==> src/rtl/tlbx_pkg.sv <==
package tlbx_pkg;
  localparam int VA_W   = 32;
  localparam int VPN_W  = 21;
  localparam int PFN_W  = 20;
  localparam int ASID_W = 8;
  localparam int PSEL_W = 2;
  localparam int SZ_W   = 3;

  localparam logic [2:0] FLT_NONE     = 3'd0;
  localparam logic [2:0] FLT_ADDR     = 3'd1;
  localparam logic [2:0] FLT_REFILL   = 3'd2;
  localparam logic [2:0] FLT_INVALID  = 3'd3;
  localparam logic [2:0] FLT_MODIFIED = 3'd4;

  typedef struct packed {
    logic [VPN_W-1:0]  vpn2;
    logic [ASID_W-1:0] asid;
    logic              glob;
    logic [PSEL_W-1:0] psel;
    logic [PFN_W-1:0]  pfn0;
    logic              v0;
    logic              d0;
    logic [PFN_W-1:0]  pfn1;
    logic              v1;
    logic              d1;
  } tlb_entry_t;
endpackage

==> src/rtl/tlbx_entry_store.sv <==
module tlbx_entry_store
  import tlbx_pkg::*;
#(
  parameter int N_ENT = 8,
  localparam int IDX_W = $clog2(N_ENT)
) (
  input  logic              clk_i,
  input  logic              rst_ni,
  input  logic              wr_en_i,
  input  logic [IDX_W-1:0]  wr_idx_i,
  input  tlb_entry_t        wr_entry_i,
  input  logic [VPN_W-1:0]  lk_vpn_i,
  input  logic [ASID_W-1:0] lk_asid_i,
  output logic              hit_o,
  output tlb_entry_t        hit_entry_o
);
  tlb_entry_t ent_q [N_ENT];
  logic [N_ENT-1:0] match;

  for (genvar g = 0; g < N_ENT; g++) begin : g_ent
    logic [VPN_W-1:0] cmp_mask;

    always_ff @(posedge clk_i or negedge rst_ni) begin
      if (!rst_ni)                                    ent_q[g] <= '0;
      else if (wr_en_i && wr_idx_i == IDX_W'(g))      ent_q[g] <= wr_entry_i;
    end

    // ignore VPN bits covered by the page pair
    assign cmp_mask = ~((VPN_W'(1) << (2 * int'(ent_q[g].psel) + 2)) - VPN_W'(1));
    assign match[g] = (((ent_q[g].vpn2 ^ lk_vpn_i) & cmp_mask) == '0) &&
                      (ent_q[g].glob || ent_q[g].asid == lk_asid_i);
  end

  always_comb begin
    hit_entry_o = '0;
    for (int i = N_ENT - 1; i >= 0; i--)
      if (match[i]) hit_entry_o = ent_q[i];
  end

  assign hit_o = |match;
endmodule

==> src/rtl/tlbx_page_sel.sv <==
module tlbx_page_sel
  import tlbx_pkg::*;
(
  input  tlb_entry_t       entry_i,
  input  logic [VA_W-1:0]  vaddr_i,
  input  logic             write_i,
  output logic [2:0]       fault_o,
  output logic [VA_W-1:0]  paddr_o
);
  logic [4:0]      shamt;
  logic            odd;
  logic [VA_W-1:0] off_mask;
  logic [PFN_W-1:0] pfn;
  logic            vld, dty;

  assign shamt    = 5'd12 + {2'b00, entry_i.psel, 1'b0};
  assign odd      = vaddr_i[shamt];
  assign off_mask = (VA_W'(1) << shamt) - VA_W'(1);
  assign pfn      = odd ? entry_i.pfn1 : entry_i.pfn0;
  assign vld      = odd ? entry_i.v1   : entry_i.v0;
  assign dty      = odd ? entry_i.d1   : entry_i.d0;

  always_comb begin
    paddr_o = '0;
    if (!vld)                fault_o = FLT_INVALID;
    else if (write_i && !dty) fault_o = FLT_MODIFIED;
    else begin
      fault_o = FLT_NONE;
      paddr_o = ({pfn, 12'h000} & ~off_mask) | (vaddr_i & off_mask);
    end
  end
endmodule

==> src/rtl/tlbx_translator.sv <==
module tlbx_translator
  import tlbx_pkg::*;
#(
  parameter int N_ENT = 8,
  localparam int IDX_W = $clog2(N_ENT)
) (
  input  logic              clk_i,
  input  logic              rst_ni,
  input  logic              small_pg_i,
  input  logic              req_valid_i,
  output logic              req_ready_o,
  input  logic [31:0]       req_vaddr_i,
  input  logic [2:0]        req_size_i,
  input  logic              req_write_i,
  input  logic [7:0]        req_asid_i,
  input  logic              req_kernel_i,
  input  logic              wr_en_i,
  input  logic [IDX_W-1:0]  wr_idx_i,
  input  logic [20:0]       wr_vpn2_i,
  input  logic [7:0]        wr_asid_i,
  input  logic              wr_global_i,
  input  logic [1:0]        wr_psel_i,
  input  logic [19:0]       wr_pfn0_i,
  input  logic              wr_v0_i,
  input  logic              wr_d0_i,
  input  logic [19:0]       wr_pfn1_i,
  input  logic              wr_v1_i,
  input  logic              wr_d1_i,
  output logic              rsp_valid_o,
  input  logic              rsp_ready_i,
  output logic [31:0]       rsp_paddr_o,
  output logic [2:0]        rsp_fault_o,
  output logic [20:0]       rsp_vpn_o,
  output logic [31:0]       rsp_vaddr_o,
  output logic [7:0]        rsp_asid_o,
  output logic              rsp_write_o
);
  localparam logic [VA_W-1:0] UNMAP_MASK = 32'h1FFF_FFFF;

  tlb_entry_t       wr_entry, hit_entry;
  logic             hit, mis, seg_c, seg_u, accept;
  logic [VPN_W-1:0] vpn;
  logic [2:0]       pg_fault, fault_d;
  logic [VA_W-1:0]  pg_paddr, paddr_d;

  assign wr_entry = '{vpn2: wr_vpn2_i, asid: wr_asid_i, glob: wr_global_i,
                      psel: wr_psel_i, pfn0: wr_pfn0_i, v0: wr_v0_i, d0: wr_d0_i,
                      pfn1: wr_pfn1_i, v1: wr_v1_i, d1: wr_d1_i};

  assign mis   = |(req_vaddr_i[2:0] & (req_size_i - SZ_W'(1)));
  assign seg_c = req_vaddr_i[31:29] == 3'b100;
  assign seg_u = req_vaddr_i[31:29] == 3'b101;
  assign vpn   = small_pg_i ? req_vaddr_i[31:11] : {req_vaddr_i[31:13], 2'b00};

  tlbx_entry_store #(.N_ENT(N_ENT)) u_store (
    .clk_i, .rst_ni,
    .wr_en_i, .wr_idx_i, .wr_entry_i(wr_entry),
    .lk_vpn_i(vpn), .lk_asid_i(req_asid_i),
    .hit_o(hit), .hit_entry_o(hit_entry)
  );

  tlbx_page_sel u_sel (
    .entry_i(hit_entry), .vaddr_i(req_vaddr_i), .write_i(req_write_i),
    .fault_o(pg_fault), .paddr_o(pg_paddr)
  );

  always_comb begin
    fault_d = FLT_NONE;
    paddr_d = '0;
    if (seg_u) begin
      paddr_d = req_vaddr_i & UNMAP_MASK;
    end else if (seg_c) begin
      paddr_d = req_vaddr_i & UNMAP_MASK;
      if (!req_kernel_i || mis) fault_d = FLT_ADDR;
    end else if (mis)  fault_d = FLT_ADDR;
    else if (!hit)     fault_d = FLT_REFILL;
    else begin
      fault_d = pg_fault;
      paddr_d = pg_paddr;
    end
  end

  assign req_ready_o = !rsp_valid_o || rsp_ready_i;
  assign accept      = req_valid_i && req_ready_o;

  always_ff @(posedge clk_i or negedge rst_ni) begin
    if (!rst_ni) begin
      rsp_valid_o <= 1'b0;
      rsp_paddr_o <= '0;
      rsp_fault_o <= FLT_NONE;
      rsp_vpn_o   <= '0;
      rsp_vaddr_o <= '0;
      rsp_asid_o  <= '0;
      rsp_write_o <= 1'b0;
    end else if (accept) begin
      rsp_valid_o <= 1'b1;
      rsp_paddr_o <= paddr_d;
      rsp_fault_o <= fault_d;
      rsp_vpn_o   <= vpn;
      rsp_vaddr_o <= req_vaddr_i;
      rsp_asid_o  <= req_asid_i;
      rsp_write_o <= req_write_i;
    end else if (rsp_ready_i) begin
      rsp_valid_o <= 1'b0;
    end
  end
endmodule

==> config.mk <==
export PLATFORM = sky130hd
export DESIGN_NAME = tlbx_translator
export DESIGN_NICKNAME = d
export VERILOG_FILES = /design/src/rtl/tlbx_pkg.sv /design/src/rtl/tlbx_entry_store.sv /design/src/rtl/tlbx_page_sel.sv /design/src/rtl/tlbx_translator.sv
export SDC_FILE = /design/constraint.sdc
export NUM_CORES = 1
export LEC_CHECK = 0
export BUFFER_PORTS_ARGS = -buffer_cell sky130_fd_sc_hd__clkbuf_2
export CELL_PAD_IN_SITES_DETAIL_PLACEMENT = 0
export CELL_PAD_IN_SITES_GLOBAL_PLACEMENT = 1
export CORE_ASPECT_RATIO = 2
export CORE_MARGIN = 2
export CORE_UTILIZATION = 45
export CTS_CLUSTER_SIZE = 24
export DETAILED_ROUTE_END_ITERATION = 6
export HOLD_SLACK_MARGIN = 0.05
export MAX_ROUTING_LAYER = met4
export PLACE_DENSITY = 0.88
export SLEW_MARGIN = 30
export SYNTH_ARGS = -nofsm -noshare
export SYNTH_HDL_FRONTEND = slang
export SYNTH_SLANG_ARGS = --single-unit
==> constraint.sdc <==
create_clock -name clk_i -period 3.29 [get_ports clk_i]
set_clock_uncertainty 0.1 [all_clocks]
set_input_delay 0.658 -clock clk_i [delete_from_list [all_inputs] [get_ports clk_i]]
set_output_delay 0.658 -clock clk_i [all_outputs]
set_load 0.1 [all_outputs]
# After elaboration in Yosys (flattened, before gate mapping)

Index checks and enable logic that the tools add are counted.

Bitwise operators: 29
Reduce and logical (&&, ||, !) cells: 43
Add/sub/neg operators: 19
Equality and inequality tests: 17
Multiplexer cells: 29
Shift-type cells: 9
Order comparisons: 1

Operators by type and width:

| cell                                               | number |
|---|---|
| 2-to-1 mux 46 bit                                  | 8 |
| left shift 1 x 32 -> 21 bit, first input constant  | 8 |
| 2-to-1 mux 32 bit                                  | 6 |
| bitwise AND 21 bit                                 | 8 |
| logical NOT 21 bit                                 | 8 |
| inverter 21 bit                                    | 8 |
| subtractor 21 x 2 -> 21 bit, second input constant | 8 |
| XOR 21 bit                                         | 8 |
| bitwise AND 32 bit                                 | 2 |
| == test 8 bit                                      | 8 |
| adder 3 x 2 -> 4 bit, second input constant        | 8 |
| inverter 32 bit                                    | 1 |
| bitwise OR 32 bit                                  | 1 |
| left shift 1 x 5 -> 32 bit, first input constant   | 1 |
| subtractor 32 x 2 -> 32 bit, second input constant | 1 |
| 2-to-1 mux 20 bit                                  | 1 |
| == test 3 bit, second input constant               | 6 |
| logical AND 1 bit                                  | 18 |
| 2-to-1 mux 3 bit                                   | 6 |
| logical OR 1 bit                                   | 10 |
| OR reduction 8 bit                                 | 1 |
| == test 3 x 2 -> 1 bit, second input constant      | 2 |
| < comparator 5 x 6 -> 1 bit, second input constant | 1 |
| 2-to-1 mux 1 bit                                   | 6 |
| other kinds (10)                                   | 12 |

Output and inout bits: 99
Word-level logic and storage cells: 234
Flip-flop bits (word level): 706
Input port bits: 130

# Depth between registers and ports, before layout

Gate-level depths: netlist of the first run.

Word-level depth: 27
Gate-level depth with buffers: 17
Gate-level depth less buffers: 12

# Hierarchy

Synthesis of the first run repeated with hierarchy kept, for this count alone.

Cells, all modules: 2901
Area total of the unflattened synthesis: 34331.7 µm²

By module, submodules not included:

| module           | area an instance (µm²) | sequential area each (µm²) | cells an instance | instances |
|---|---|---|---|---|
| tlbx_entry_store | 30173.9                | 15214.6                    | 2465              | 1 |
| tlbx_translator  | 3424.5                 | 1976.9                     | 335               | 1 |
| tlbx_page_sel    | 733.2                  | 0.0                        | 101               | 1 |

# Worst setup path before layout of the first run

OpenSTA, ideal clock, no wires.

Path type: input-to-reg
Start: input req_vaddr_i[20]
End: register rsp_paddr_o[25]
Cell stages on the path: 15
Required time: 3.063 ns
Library setup time: 0.127 ns
Data arrival time: 3.726 ns
Buffers on the path: 4
Path slack: -0.663 ns
Cells stage by stage: buf_6 -> xor2_1 -> or4_4 -> or4_1 -> buf_6 -> mux2i_1 -> o211ai_1 -> o21ai_0 -> o211ai_2 -> nand2_2 -> buf_6 -> buf_8 -> mux2i_1 -> a221oi_1 -> nor2_1

Longest elaborated chain between the ends: 24
Elaborated cells between the ends (all ways): 61
Those cells by class: add/sub (2); shift (1); mux (19); bitwise (20); reduce/logical (19)

RTL lines:

| item                                                                                 | line                                     | RTL |
|---|---|---|
| start, declared                                                                      | tlbx_translator.sv:12                    | `input logic [31:0] req_vaddr_i,` |
| XOR 21 bit                                                                           | tlbx_entry_store.sv:30                   | `assign match[g] = (((ent_q[g].vpn2 ^ lk_vpn_i) & cmp_mask) == '0) &&` |
| bitwise AND 21 bit                                                                   | tlbx_entry_store.sv:30                   |  |
| logical NOT 21 bit                                                                   | tlbx_entry_store.sv:30                   |  |
| logical AND 1 bit                                                                    | tlbx_entry_store.sv:30                   |  |
| 2-to-1 mux 46 bit (8 in a row)                                                       | tlbx_entry_store.sv:37                   | `if (match[i]) hit_entry_o = ent_q[i];` |
| adder 4 x 3 -> 5 bit                                                                 | tlbx_page_sel.sv:16                      | `assign shamt = 5'd12 + {2'b00, entry_i.psel, 1'b0};` |
| left shift 1 x 5 -> 32 bit or binary-select mux 1 bit (select 5 bit) (tied branches) | tlbx_page_sel.sv:18, tlbx_page_sel.sv:17 |  |
| subtractor 32 x 2 -> 32 bit or 2-to-1 mux 1 bit (tied branches)                      | tlbx_page_sel.sv:18, tlbx_page_sel.sv:17 |  |
| inverter 32 bit (tied with other cells)                                              | tlbx_page_sel.sv:29                      | `paddr_o = ({pfn, 12'h000} & ~off_mask) \| (vaddr_i & off_mask);` |
| bitwise AND 32 bit or logical NOT 1 bit (tied branches)                              | tlbx_page_sel.sv:29, tlbx_page_sel.sv:26 |  |
| bitwise OR 32 bit or logical AND 1 bit (tied branches)                               | tlbx_page_sel.sv:29, tlbx_page_sel.sv:26 |  |
| 2-to-1 mux 32 bit                                                                    | tlbx_page_sel.sv:26                      | `else if (write_i && !dty) fault_o = FLT_MODIFIED;` |
| 2-to-1 mux 32 bit                                                                    | tlbx_page_sel.sv:25                      | `if (!vld) fault_o = FLT_INVALID;` |
| 2-to-1 mux 32 bit *                                                                  | tlbx_translator.sv:76                    | `else if (!hit) fault_d = FLT_REFILL;` |
| 2-to-1 mux 32 bit *                                                                  | tlbx_translator.sv:75                    | `end else if (mis) fault_d = FLT_ADDR;` |
| 2-to-1 mux 32 bit *                                                                  | tlbx_translator.sv:72                    | `end else if (seg_c) begin` |
| 2-to-1 mux 32 bit *                                                                  | tlbx_translator.sv:70                    | `if (seg_u) begin` |
| end signal, assigned                                                                 | tlbx_translator.sv:97                    | `rsp_paddr_o <= paddr_d;` |
| end, declared                                                                        | tlbx_translator.sv:31                    | `output logic [31:0] rsp_paddr_o,` |

Every way passes the cells marked *; elsewhere a longest branch is shown, timed or not. The select of a mux whose other input is x is not followed.
A chain may end at the register's enable or synchronous reset.

# Final worst setup path of the first run

Start: register u_store.ent_q[452] (netlist name)
End: register rsp_paddr_o[20]

Longest elaborated chain between the ends: 19
Elaborated cells between the ends (all ways): 28
Those cells by class: add/sub (2); shift (1); mux (14); bitwise (6); reduce/logical (5)

RTL lines:

| item                                                                                 | line                                     | RTL |
|---|---|---|
| start, declared                                                                      | tlbx_entry_store.sv:17                   | `tlb_entry_t ent_q [N_ENT];` |
| start signal, assigned by index                                                      | tlbx_entry_store.sv:25                   | `else if (wr_en_i && wr_idx_i == IDX_W'(g)) ent_q[g] <= wr_entry_i;` |
| XOR 21 bit *                                                                         | tlbx_entry_store.sv:30                   |  |
| bitwise AND 21 bit *                                                                 | tlbx_entry_store.sv:30                   |  |
| logical NOT 21 bit *                                                                 | tlbx_entry_store.sv:30                   |  |
| logical AND 1 bit *                                                                  | tlbx_entry_store.sv:30                   |  |
| 2-to-1 mux 46 bit (3 in a row)                                                       | tlbx_entry_store.sv:37                   |  |
| adder 4 x 3 -> 5 bit                                                                 | tlbx_page_sel.sv:16                      |  |
| left shift 1 x 5 -> 32 bit or binary-select mux 1 bit (select 5 bit) (tied branches) | tlbx_page_sel.sv:18, tlbx_page_sel.sv:17 |  |
| subtractor 32 x 2 -> 32 bit or 2-to-1 mux 1 bit (tied branches)                      | tlbx_page_sel.sv:18, tlbx_page_sel.sv:17 |  |
| inverter 32 bit (tied with other cells)                                              | tlbx_page_sel.sv:29                      |  |
| bitwise AND 32 bit or logical NOT 1 bit (tied branches)                              | tlbx_page_sel.sv:29, tlbx_page_sel.sv:26 |  |
| bitwise OR 32 bit or logical AND 1 bit (tied branches)                               | tlbx_page_sel.sv:29, tlbx_page_sel.sv:26 |  |
| 2-to-1 mux 32 bit                                                                    | tlbx_page_sel.sv:26                      |  |
| 2-to-1 mux 32 bit                                                                    | tlbx_page_sel.sv:25                      |  |
| 2-to-1 mux 32 bit *                                                                  | tlbx_translator.sv:76                    |  |
| 2-to-1 mux 32 bit *                                                                  | tlbx_translator.sv:75                    |  |
| 2-to-1 mux 32 bit *                                                                  | tlbx_translator.sv:72                    |  |
| 2-to-1 mux 32 bit *                                                                  | tlbx_translator.sv:70                    |  |

Marked as above.

==> results of run 1 <==
[report_power, final]
part | internal, mW | switching, mW
clock network | 3.81 | 3.14
registers | 9.98 | 1.13
logic | 2.19 | 2.93
total | 16.0 | 7.19
[cell families (layout without fill, tap and decap cells)]
group / count (synthesis) / after routing / share of synthesized area
other: 1 / 9 / 0.000120
and+or+nand+nor: 444 / 444 / 0.0666
muxes: 613 / 613 / 0.221
buffers and inverters: 198 / 630 / 0.0302
xor gates and xnor gates: 217 / 217 / 0.0615
AOI/OAI and AO/OA: 334 / 335 / 0.0805
adders and majority gates: 2 / 2 / 0.000803
DFF: 671 / 671 / 0.539
[registers in the layout, summed over array words and instances, names as in the netlist]
name	count
u_store.ent_q	592
rsp_vpn_o	21
rsp_asid_o	8
rsp_paddr_o	32
rsp_fault_o	3
rsp_valid_o	1
rsp_vaddr_o	13
rsp_write_o	1
[metal layers]
layer / GRT usage / wire [um] / vias up
met5: - / 0 / -
li1: - / - / 9699
met2: 0.497 / 52100 / 820
met1: 0.301 / 35100 / 11668
met3: 0.0333 / 4190 / 306
met4: 0.204 / 8000 / 0
[area by class of cell]
type	instances	area [um2]
clock inverters	21	244
diodes	7	17.5
well taps	897	1120
repair buffers	515	3830
flip-flops and latches	671	16800
fillers	5575	30900
inverters	11	41.3
clock buffers	83	1650
multi-input cells	1613	14000
[placed cells by master (no fill, tap or decap), drive strengths merged, types with 11 or more instances in the layout]
cell	count
inv	13
o22ai	12
xor2	130
o211a	11
nor2	81
nand3	46
clkbuf	307
nand2	193
mux2i	20
dfrtp	671
a221o	21
o221ai	30
nand4	18
a22oi	23
nor3	31
buf	290
xnor2	87
a21oi	68
o211ai	35
nor4	35
clkinv	13
o21ai	25
a221oi	32
mux2	593
[how the worst min path moves through the flow]
stage	endpoint	slack (ps)	depth (start not counted)
detailed placement	rsp_vpn_o[1]$_DFFE_PN0P_	360	2
finish	rsp_vpn_o[1]$_DFFE_PN0P_	160	3
CTS	rsp_vaddr_o[4]$_DFFE_PN0P_	140	3
global placement	rsp_vpn_o[0]$_DFFE_PN0P_	350	2
floorplan	rsp_asid_o[0]$_DFFE_PN0P_	260	0
global route	rsp_vaddr_o[6]$_DFFE_PN0P_	170	3
[cell usage after synthesis (12+ instances only)]
cell / instances
dfrtp_1: 671
mux2_2: 592
nand2_1: 192
xor2_1: 130
clkbuf_1: 102
xnor2_1: 85
nor2_1: 81
a21oi_1: 68
nand3_1: 46
a221oi_1: 32
nor4_1: 32
o211ai_1: 32
buf_2: 31
nor3_1: 30
o221ai_1: 30
a22oi_1: 23
buf_1: 23
a221o_1: 21
buf_4: 21
mux2i_1: 19
nand4_1: 18
o21ai_0: 18
o22ai_1: 12
[worst max-delay path, cell delays in order, from the launching register on]
cell	delay, ps
dfrtp_1	430
xnor2_2	150
nand4_1	230
or4_4	480
or4_4	480
mux2i_2	190
o211ai_1	180
buf_4	170
buf_4	120
o21ai_2	60
o211ai_2	240
buf_4	150
a211o_1	190
o21ai_4	100
buf_6	150
a221oi_1	280
nor2_1	60
[stage by stage]
| step | total power, mW | area, um2 | setup TNS [ps] | utilization |
|---|---|---|---|---|
| floorplan | 14.4 | 31300 | -13830 | - |
| CTS | 23.2 | 37300 | -17520 | 0.545 |
| finish | 23.2 | 37700 | -18980 | 0.549 |
| global placement | 15.9 | 35100 | -43990 | 0.511 |
| detailed placement | 16.2 | 35100 | -44620 | 0.511 |
| global route | 24.0 | 37700 | -21670 | 0.549 |
[what timing repair did]
action / 4_1_cts / 5_1_grt
endpoints found under the setup margin: 35 / 35
buffers inserted: 15 / 8
hold buffers: 1 / 0
gates resized for setup: 59 / 51
gates cloned: 1 / 1
pin swaps: 27 / 31
hold endpoints to repair: 70 / 0
==> out/results.ini, run 1 <==
[routing]
avgViaCountPerCell=5.89
drt-pass1-iter-count=6
vias=22493
drt_iter0_markers=1588
post-route-drc-count=0
ant_nets=0
routed_wl_um=99400
wl_per_cell_um=26.0

[worst_setup_path]
rrSetupSlack_ps=-590
ff2ff_path_depth=16
setup.worst_path.start=u_store.ent_q[452]$_DFFE_PN0P_
arrival_ps=4290
rr_endpoint=rsp_paddr_o[20]$_DFFE_PN0P_
crit_path_start_kind=flip-flop
endpoint_kind=flip-flop
rr_startpoint=u_store.ent_q[452]$_DFFE_PN0P_
endpoint=rsp_paddr_o[20]$_DFFE_PN0P_
criticalPathCategory=flip-flop to flip-flop
required_ps=3710
crit_path_max_fanout=6

[floorplan]
ios=229
die_y_um=376
die_w_um=190
dieArea_um2=71500
rows=136
initial_core_util=0.454
core_area_um2=68600

[timing]
worst_slew_pin_slew_ps=739
fin_crit_sh=1.18
grt_setup_unrepaired=yes
timing.final.ws_setup_ps=-588
maxSlewViolCount=0
setup-violations-final=35
maxSlewHeadroom=0.507
fmax_mhz=258
min_period_ps=3880
holdWs_ps=157
hold_viol=0

[cells_and_area]
drive_gt1_frac=0.449
final_cells=3818
syn2layout_area_growth_pct=20.9
final_nets=3000

[logic_synthesis]
post_synth.cell_area_avg_um2=12.6
synth_area_um2=31100
ys_ff_latch=671
synthTopCellsByArea=dfrtp_1 54%, mux2_2 21%, xor2_1 3.7%
postSynthCellCount=2480
synth.distinct_cells=79
synthFlopType=dfrtp_1
yosysTopAreaCellShare=0.539
yosysWarnings=0
async_flop_share=1.00
yosysSeqAreaShare=0.539
synth_edf_count=0
yosys.area.top_type=dfrtp_1

[cts]
cts_tree=yes
cts_root_buf=clkbuf_16
clk_pin_slew_ps=70
clockBufferDepth=3
htreeDepth=2
clk_latency_ps=630
cts.sink_count=671
cts_made_buffers=56

[global_routing]
grt_max_degree=84
first_global_vias=24371
antenna_found_initial=7
grt_pass1_wl_um=149000
globalRouteTotalUtil=0.287
grt.overflow.total=0

[placed_design]
io_buffers=226
place_inst=3683
gp_congestion=0.947
place_ws_ps=-1490
dpl.hpwl_um=69700

[hold_path]
min_from=small_pg_i
min_path_type=primary input to flip-flop

[power_and_ir_drop]
p_leak_nw=16.8
peakVddDrop_mv=0.420
pwr_density_cell_nw_per_um2=615

[outcome]
outcome=complete, but fails checks
failed_checks=negative setup slack

[job]
drv_cap=0

Power figures use the tool's default switching activity.
==> run 2, diff against run 1 <==
--- a/config.mk
+++ b/config.mk
@@ -5,17 +5,19 @@
 export SDC_FILE = /design/constraint.sdc
 export NUM_CORES = 1
 export LEC_CHECK = 0
-export BUFFER_PORTS_ARGS = -buffer_cell sky130_fd_sc_hd__clkbuf_2
 export CELL_PAD_IN_SITES_DETAIL_PLACEMENT = 0
 export CELL_PAD_IN_SITES_GLOBAL_PLACEMENT = 1
 export CORE_ASPECT_RATIO = 2
 export CORE_MARGIN = 2
-export CORE_UTILIZATION = 45
+export CORE_UTILIZATION = 47
 export CTS_CLUSTER_SIZE = 24
 export DETAILED_ROUTE_END_ITERATION = 6
+export DONT_BUFFER_PORTS = 1
 export HOLD_SLACK_MARGIN = 0.05
 export MAX_ROUTING_LAYER = met4
 export PLACE_DENSITY = 0.88
+export SETUP_SLACK_MARGIN = 0.4
+export SKIP_LAST_GASP = 1
 export SLEW_MARGIN = 30
 export SYNTH_ARGS = -nofsm -noshare
 export SYNTH_HDL_FRONTEND = slang
==> run 2 against run 1 <==
  * The flow still finishes with violations (negative setup slack)
  * Worst setup slack worse by 170 ps
  * Total power down 0.53%
  * Via count fell by 1.9%
  * Clock power is 4.2% higher
==> out/results.ini, run 2 (synthesized netlist as in run 1, its figures left out) <==
[global_routing]
first_global_vias=23539  ; -3.4%
grt.overflow.total=0  ; unchanged
grt_pass1_wl_um=149000  ; +0.13%
globalRouteTotalUtil=0.305  ; +0.0184
antenna_found_initial=1  ; -6
grt_max_degree=672  ; +700%

[cells_and_area]
final_nets=2788  ; -7.1%
top_regs=u_store.ent_q (592), rsp_paddr_o (32), rsp_vpn_o (21)
drive_gt1_frac=0.379  ; -0.0700
final_cell_mix=643 x dfrtp_1, 590 x mux2_2, 189 x nand2_1
final_common_cell=dfrtp_1
largest_reg_flops=592  ; unchanged
syn2layout_area_growth_pct=18.5
top_register=u_store.ent_q

[floorplan]
initial_core_util=0.474  ; +0.0197
die_y_um=368  ; -2.1%
die_w_um=186  ; -2.1%
dieArea_um2=68500  ; -4.2%
ios=229  ; unchanged
core_area_um2=65700  ; -4.1%
rows=133  ; -2.2%

[cts]
clk_latency_ps=650  ; +20 ps
clockBufferDepth=3  ; unchanged
cts.sink_count=671  ; unchanged
cts_made_buffers=57  ; +1.8%
clk_pin_slew_ps=70  ; about the same
cts_tree=yes
cts_root_buf=clkbuf_16
htreeDepth=2  ; unchanged

[timing]
hold_viol=0  ; unchanged
maxSlewViolCount=0  ; unchanged
holdWs_ps=61.2  ; -95.4 ps
min_period_ps=4050  ; +173 ps
fmax_mhz=247  ; -4.3%
grt_setup_unrepaired=yes
timing.final.ws_setup_ps=-761  ; -173 ps
setup-violations-final=148  ; +320%
fin_crit_sh=1.23  ; +0.0527
maxSlewHeadroom=0.305  ; -0.202
worst_slew_pin_slew_ps=1040  ; +303 ps

[placed_design]
io_buffers=0  ; -100%
gp_congestion=0.951  ; +0.46%
place_ws_ps=-1180  ; +306 ps
dpl.hpwl_um=64200  ; -8.0%

[worst_setup_path]
rr_startpoint=u_store.ent_q[429]$_DFFE_PN0P_
endpoint=rsp_paddr_o[12]$_DFFE_PN0P_
criticalPathCategory=flip-flop to flip-flop
ff2ff_path_depth=16  ; unchanged
crit_path_max_fanout=8  ; +2
arrival_ps=4500  ; +210 ps
rr_endpoint=rsp_paddr_o[12]$_DFFE_PN0P_
endpoint_kind=flip-flop
crit_path_start_kind=flip-flop
rrSetupSlack_ps=-760  ; -170 ps
required_ps=3730  ; +20 ps
setup.worst_path.start=u_store.ent_q[429]$_DFFE_PN0P_

[routing]
wl_per_cell_um=28.3  ; +8.8%
drt_iter0_markers=1721  ; +8.4%
routed_wl_um=101000  ; +2.1%
avgViaCountPerCell=6.15  ; +4.5%
drt-pass1-iter-count=5  ; -1
ant_nets=0  ; unchanged
post-route-drc-count=0  ; unchanged
vias=22057  ; -1.9%

[power_and_ir_drop]
p_total_mw=23.0  ; -0.53%
peakVddDrop_mv=0.565  ; +35%
p_leak_nw=15.8  ; -5.7%
pwr_density_cell_nw_per_um2=624  ; +1.5%

[hold_path]
min_delay_path_depth=2  ; -1
min_path_type=primary input to flip-flop

[job]
drv_cap=0  ; unchanged

[outcome]
outcome=complete, but fails checks
failed_checks=negative setup slack

-- run 2: metal layers --
layer,wire [um],share of wire,vias up,GRT usage
met4,8490,0.084,0,0.204
li1,-,-,9272,-
met2,52200,0.51,947,0.516
met3,6470,0.064,393,0.0541
met1,34300,0.34,11445,0.321
met5,0,0,-,-
-- run 2: worst max-delay path, cell delays in order, from the launching register on --
cell and delay, ps:
dfrtp_1 390, xor2_1 180, nor4_2 360, buf_4 170, a21oi_2 40, buf_4 170
or4_4 590, mux2i_1 190, o211ai_1 110, buf_4 160, o32a_1 170, buf_4 140
a21boi_4 170, nor3_1 270, a21oi_1 90, a2111o_1 430, a31oi_1 230
-- run 2: timing repair --
item | in CTS | in global routing
setup endpoints to repair | 35 | 176
pin swaps | 20 | 36
cloned | 0 | 3
setup buffers | 12 | 11
hold buffers | 101 | 1
endpoints found under the hold margin | 927 | 212
resized for setup | 51 | 56
-- run 2: how the worst min path moves through the flow --
stage,from,endpoint
after global placement,rst_ni,u_store.ent_q[25]$_DFFE_PN0P_
final,req_vaddr_i[12],rsp_vpn_o[1]$_DFFE_PN0P_
after CTS,rst_ni,u_store.ent_q[83]$_DFFE_PN0P_
after detailed placement,rst_ni,u_store.ent_q[100]$_DFFE_PN0P_
after global routing,wr_vpn2_i[19],u_store.ent_q[454]$_DFFE_PN0P_
after floorplan,rst_ni,rsp_asid_o[0]$_DFFE_PN0P_
-- run 2: final cells by class --
cell class	count	area (um2)
timing repair buffer	303	2980
tap	877	1100
multi-input combinational	1612	14000
fill	5300	28800
clock buffer	86	1700
clock inverter	20	302
sequential	671	16800
antenna	4	10.0
inverter	11	41.3
-- run 2: report_power, final --
| group | total [mW] | internal (mW) | switching [mW] |
|---|---|---|---|
| Sequential | 12.2 | 9.96 | 2.26 |
| Clock | 7.24 | 4.05 | 3.19 |
| Combinational | 3.58 | 2.06 | 1.53 |
-- run 2: through the flow --
step / std cells / util / setup TNS, ps / cell area (um2)
2_1_floorplan: 2481 / - / -13820 / 31300
3_3_place_gp: 3342 / 0.502 / -36440 / 33000
3_5_place_dp: 3342 / 0.502 / -38500 / 33000
4_1_cts: 3561 / 0.553 / -18770 / 36400
5_1_grt: 3582 / 0.561 / -78070 / 36900
6_report: 3584 / 0.562 / -23290 / 36900
==> run 3, diff against run 2 <==
--- a/config.mk
+++ b/config.mk
@@ -5,11 +5,12 @@
 export SDC_FILE = /design/constraint.sdc
 export NUM_CORES = 1
 export LEC_CHECK = 0
+export ABC_AREA = 1
 export CELL_PAD_IN_SITES_DETAIL_PLACEMENT = 0
 export CELL_PAD_IN_SITES_GLOBAL_PLACEMENT = 1
 export CORE_ASPECT_RATIO = 2
 export CORE_MARGIN = 2
-export CORE_UTILIZATION = 47
+export CORE_UTILIZATION = 44
 export CTS_CLUSTER_SIZE = 24
 export DETAILED_ROUTE_END_ITERATION = 6
 export DONT_BUFFER_PORTS = 1
==> run 3 against run 2 <==
  * The flow now finishes without violations
  * Sequential power down 5%
  * Combinational power is 2% lower
  * Worst setup slack better by 780 ps
  * Fmax grew 24%
  * Total power fell by 2.3%
  * Largest cell class unchanged
  * Highest routed layer unchanged
==> out/results.ini, run 3 <==
[routing]
ant_nets=0  ; unchanged
wl_per_cell_um=21.4  ; -24%
post-route-drc-count=0  ; unchanged
routed_wl_um=104000  ; +2.9%
avgViaCountPerCell=5.45  ; -11%
drt-pass1-iter-count=6  ; +1
vias=26565  ; +20%
drt_iter0_markers=2187  ; +27%

[cts]
clk_pin_slew_ps=70  ; about the same
cts_made_buffers=59  ; +3.5%
cts.sink_count=671  ; unchanged
htreeDepth=2  ; unchanged
cts_tree=yes
clk_latency_ps=640  ; about the same
clockBufferDepth=3  ; unchanged
cts_root_buf=clkbuf_16

[global_routing]
antenna_found_initial=4  ; +3
grt_max_degree=672  ; unchanged
grt_pass1_wl_um=157000  ; +5.0%
first_global_vias=26198  ; +11%
grt.overflow.total=0  ; unchanged
globalRouteTotalUtil=0.291  ; -0.0137

[cells_and_area]
top_regs=u_store.ent_q (592), rsp_paddr_o (32), rsp_vpn_o (21)
stdcell_area_um2=37900  ; +2.8%
drive_gt1_frac=0.155  ; -0.223
final_nets=4039  ; +45%
final_cells=4875  ; +36%
final_cell_mix=1095 x nand2_1, 687 x o21ai_0, 650 x dfrtp_1
final_common_cell=nand2_1
top_register=u_store.ent_q
syn2layout_area_growth_pct=20.7
largest_reg_flops=592  ; unchanged

[floorplan]
core_area_um2=70800  ; +7.7%
die_y_um=382  ; +3.8%
die_w_um=193  ; +3.7%
initial_core_util=0.444  ; -0.0300
rows=138  ; +3.8%
ios=229  ; unchanged
dieArea_um2=73700  ; +7.6%

[logic_synthesis]
yosysSeqAreaShare=0.534  ; -0.00476
synth_top_family_by_area=simple AND/OR/NAND/NOR gates
synthSimpleGateAreaFrac=0.191  ; +0.124
ys_ff_latch=671  ; unchanged
synthXorXnorAreaFrac=0.0434  ; -0.0181
synthFlopType=dfrtp_1
yosysMostFrequentCell=nand2_1
post_synth.cell_area_avg_um2=8.37  ; -33%
synth.cells.most_frequent=1151 x nand2_1, 707 x o21ai_0, 671 x dfrtp_1
synth.distinct_cells=48  ; -39%
synth-adder-area-share=0.000796  ; -0.00000710
synthMuxAreaShare=0.00191  ; -0.219
synth_area_um2=31400  ; +0.89%
async_flop_share=1.00  ; unchanged
yosys.area.top_type=dfrtp_1
postSynthCellCount=3754  ; +51%
synth_compound_area_frac=0.161  ; +0.0804
yosysWarnings=0  ; unchanged
synthTopCellsByArea=dfrtp_1 53%, nand2_1 14%, o21ai_0 11%
synth_edf_count=0  ; unchanged
yosysTopAreaCellShare=0.534  ; -0.00476

[worst_setup_path]
setup.worst_path.start=u_store.ent_q[44]$_DFFE_PN0P_
arrival_ps=3740  ; -760 ps
slowest_delay_ps=450  ; -140 ps
required_ps=3760  ; +30 ps
critPathMostFrequentCell=nand2_1
cp.depth=25  ; +9
endpoint=rsp_paddr_o[12]$_DFFE_PN0P_
rrSetupSlack_ps=20  ; +780 ps
crit_path_max_fanout=5  ; -3
critPathTopFamily=simple AND/OR/NAND/NOR gates
ff2ff_path_depth=25  ; +9
crit_path_start_kind=flip-flop
cp.buffers_inverters=5  ; +1
endpoint_kind=flip-flop
rr_startpoint=u_store.ent_q[44]$_DFFE_PN0P_
rr_endpoint=rsp_paddr_o[12]$_DFFE_PN0P_
cp_slowest_cell=dfrtp_2
criticalPathCategory=flip-flop to flip-flop

[placed_design]
place_inst=4651  ; +39%
gp_congestion=0.964  ; +1.3%
placed_cell_area_um2=33800  ; +2.3%
io_buffers=0  ; unchanged
dpl.hpwl_um=69400  ; +8.1%

[timing]
fmax_mhz=306  ; +24%
worst_slew_pin_slew_ps=1030  ; -10.6 ps
setup-violations-final=0  ; -100%
hold_viol=0  ; unchanged
maxSlewHeadroom=0.312  ; +0.00704
grt_setup_unrepaired=yes
min_period_ps=3270  ; -781 ps
fin_crit_sh=0.994  ; -0.237
maxSlewViolCount=0  ; unchanged

[power_and_ir_drop]
p_leak_nw=18.2  ; +15%
p_total_mw=22.5  ; -2.3%
pwr_density_cell_nw_per_um2=593  ; -4.9%
peakVddDrop_mv=0.494  ; -13%

[outcome]
outcome=completed

[hold_path]
min_path_type=primary input to flip-flop

[job]
drv_cap=0  ; unchanged

==> run 3: cell count changes after synthesis, sizes merged, moves of 66 or more <==
cell	delta
clkbuf	+75
xor2	-66
mux2	-593
nand2	+969
nor2	+94
inv	+246
o21ai	+689
==> run 3: repair_timing <==
item | 4_1_cts | 5_1_grt
hold endpoints to repair | 739 | 133
hold buffers | 64 | 1
setup endpoints to repair | 35 | 53
gates resized for setup | 165 | 77
pin swaps | 47 | 62
buffers inserted | 20 | 9
gates cloned | 4 | 2
==> run 3: layer usage <==
metal | GRT usage | vias to the layer above | share of wire
met3 | 0.0414 | 323 | 0.055
met4 | 0.216 | 0 | 0.086
met1 | 0.312 | 12813 | 0.35
li1 | - | 12517 | -
met5 | - | - | 0
met2 | 0.484 | 912 | 0.50
==> run 3: worst min-delay path by stage <==
stage / from / endpoint / slack (ps) / depth (start not counted)
2_1_floorplan: rst_ni / rsp_asid_o[0]$_DFFE_PN0P_ / 260 / 0
3_3_place_gp: rst_ni / u_store.ent_q[31]$_DFFE_PN0P_ / 310 / 0
3_5_place_dp: rst_ni / u_store.ent_q[30]$_DFFE_PN0P_ / 310 / 0
4_1_cts: rst_ni / u_store.ent_q[126]$_DFFE_PN0P_ / -360 / 0
5_1_grt: wr_pfn0_i[2] / u_store.ent_q[26]$_DFFE_PN0P_ / 60 / 2
6_report: wr_vpn2_i[20] / u_store.ent_q[75]$_DFFE_PN0P_ / 70 / 2
==> run 3: area by class of cell <==
class / count / area (um2)
well taps: 910 / 1140
clock inverters: 24 / 298
repair buffers: 339 / 3520
flip-flops and latches: 671 / 16800
clock buffers: 88 / 1730
multi-input cells: 2577 / 13400
fillers: 6556 / 32900
diodes: 7 / 17.5
inverters: 259 / 998
==> run 3: worst register-to-register path: cells and delay by family (launching register included) <==
family,cells,cell delay [ps]
flops,1,450
compound gates,1,270
simple gates,19,1650
buf+inv,5,770
==> run 3: cell families after synthesis <==
logic type,after synthesis
AO/OA/AOI/OAI,926
XOR/XNOR,153
flip-flops,671
AND/OR/NAND/NOR,1487
multiplexers,6
adder cells (fa/ha/maj),2
other,1
buffers and inverters,508
==> run 3: per-stage QoR <==
step | TNS (ps) | setup WS (ps) | hold WS [ps] | utilization
CTS | 0 | 113 | -359 | 0.528
detailed placement | -14080 | -561 | 307 | 0.477
global placement | -14470 | -569 | 310 | 0.477
global route | -3210 | -111 | 64.1 | 0.536
finish | 0 | 19.8 | 67.0 | 0.536
floorplan | 0 | 318 | 262 | -
==> run 3: where the power goes <==
part	leakage [nW]	total [mW]	switching, mW	internal (mW)
Combinational	8.82	3.52	2.09	1.43
Sequential	8.38	11.6	1.91	9.73
Clock	0.985	7.35	3.24	4.11
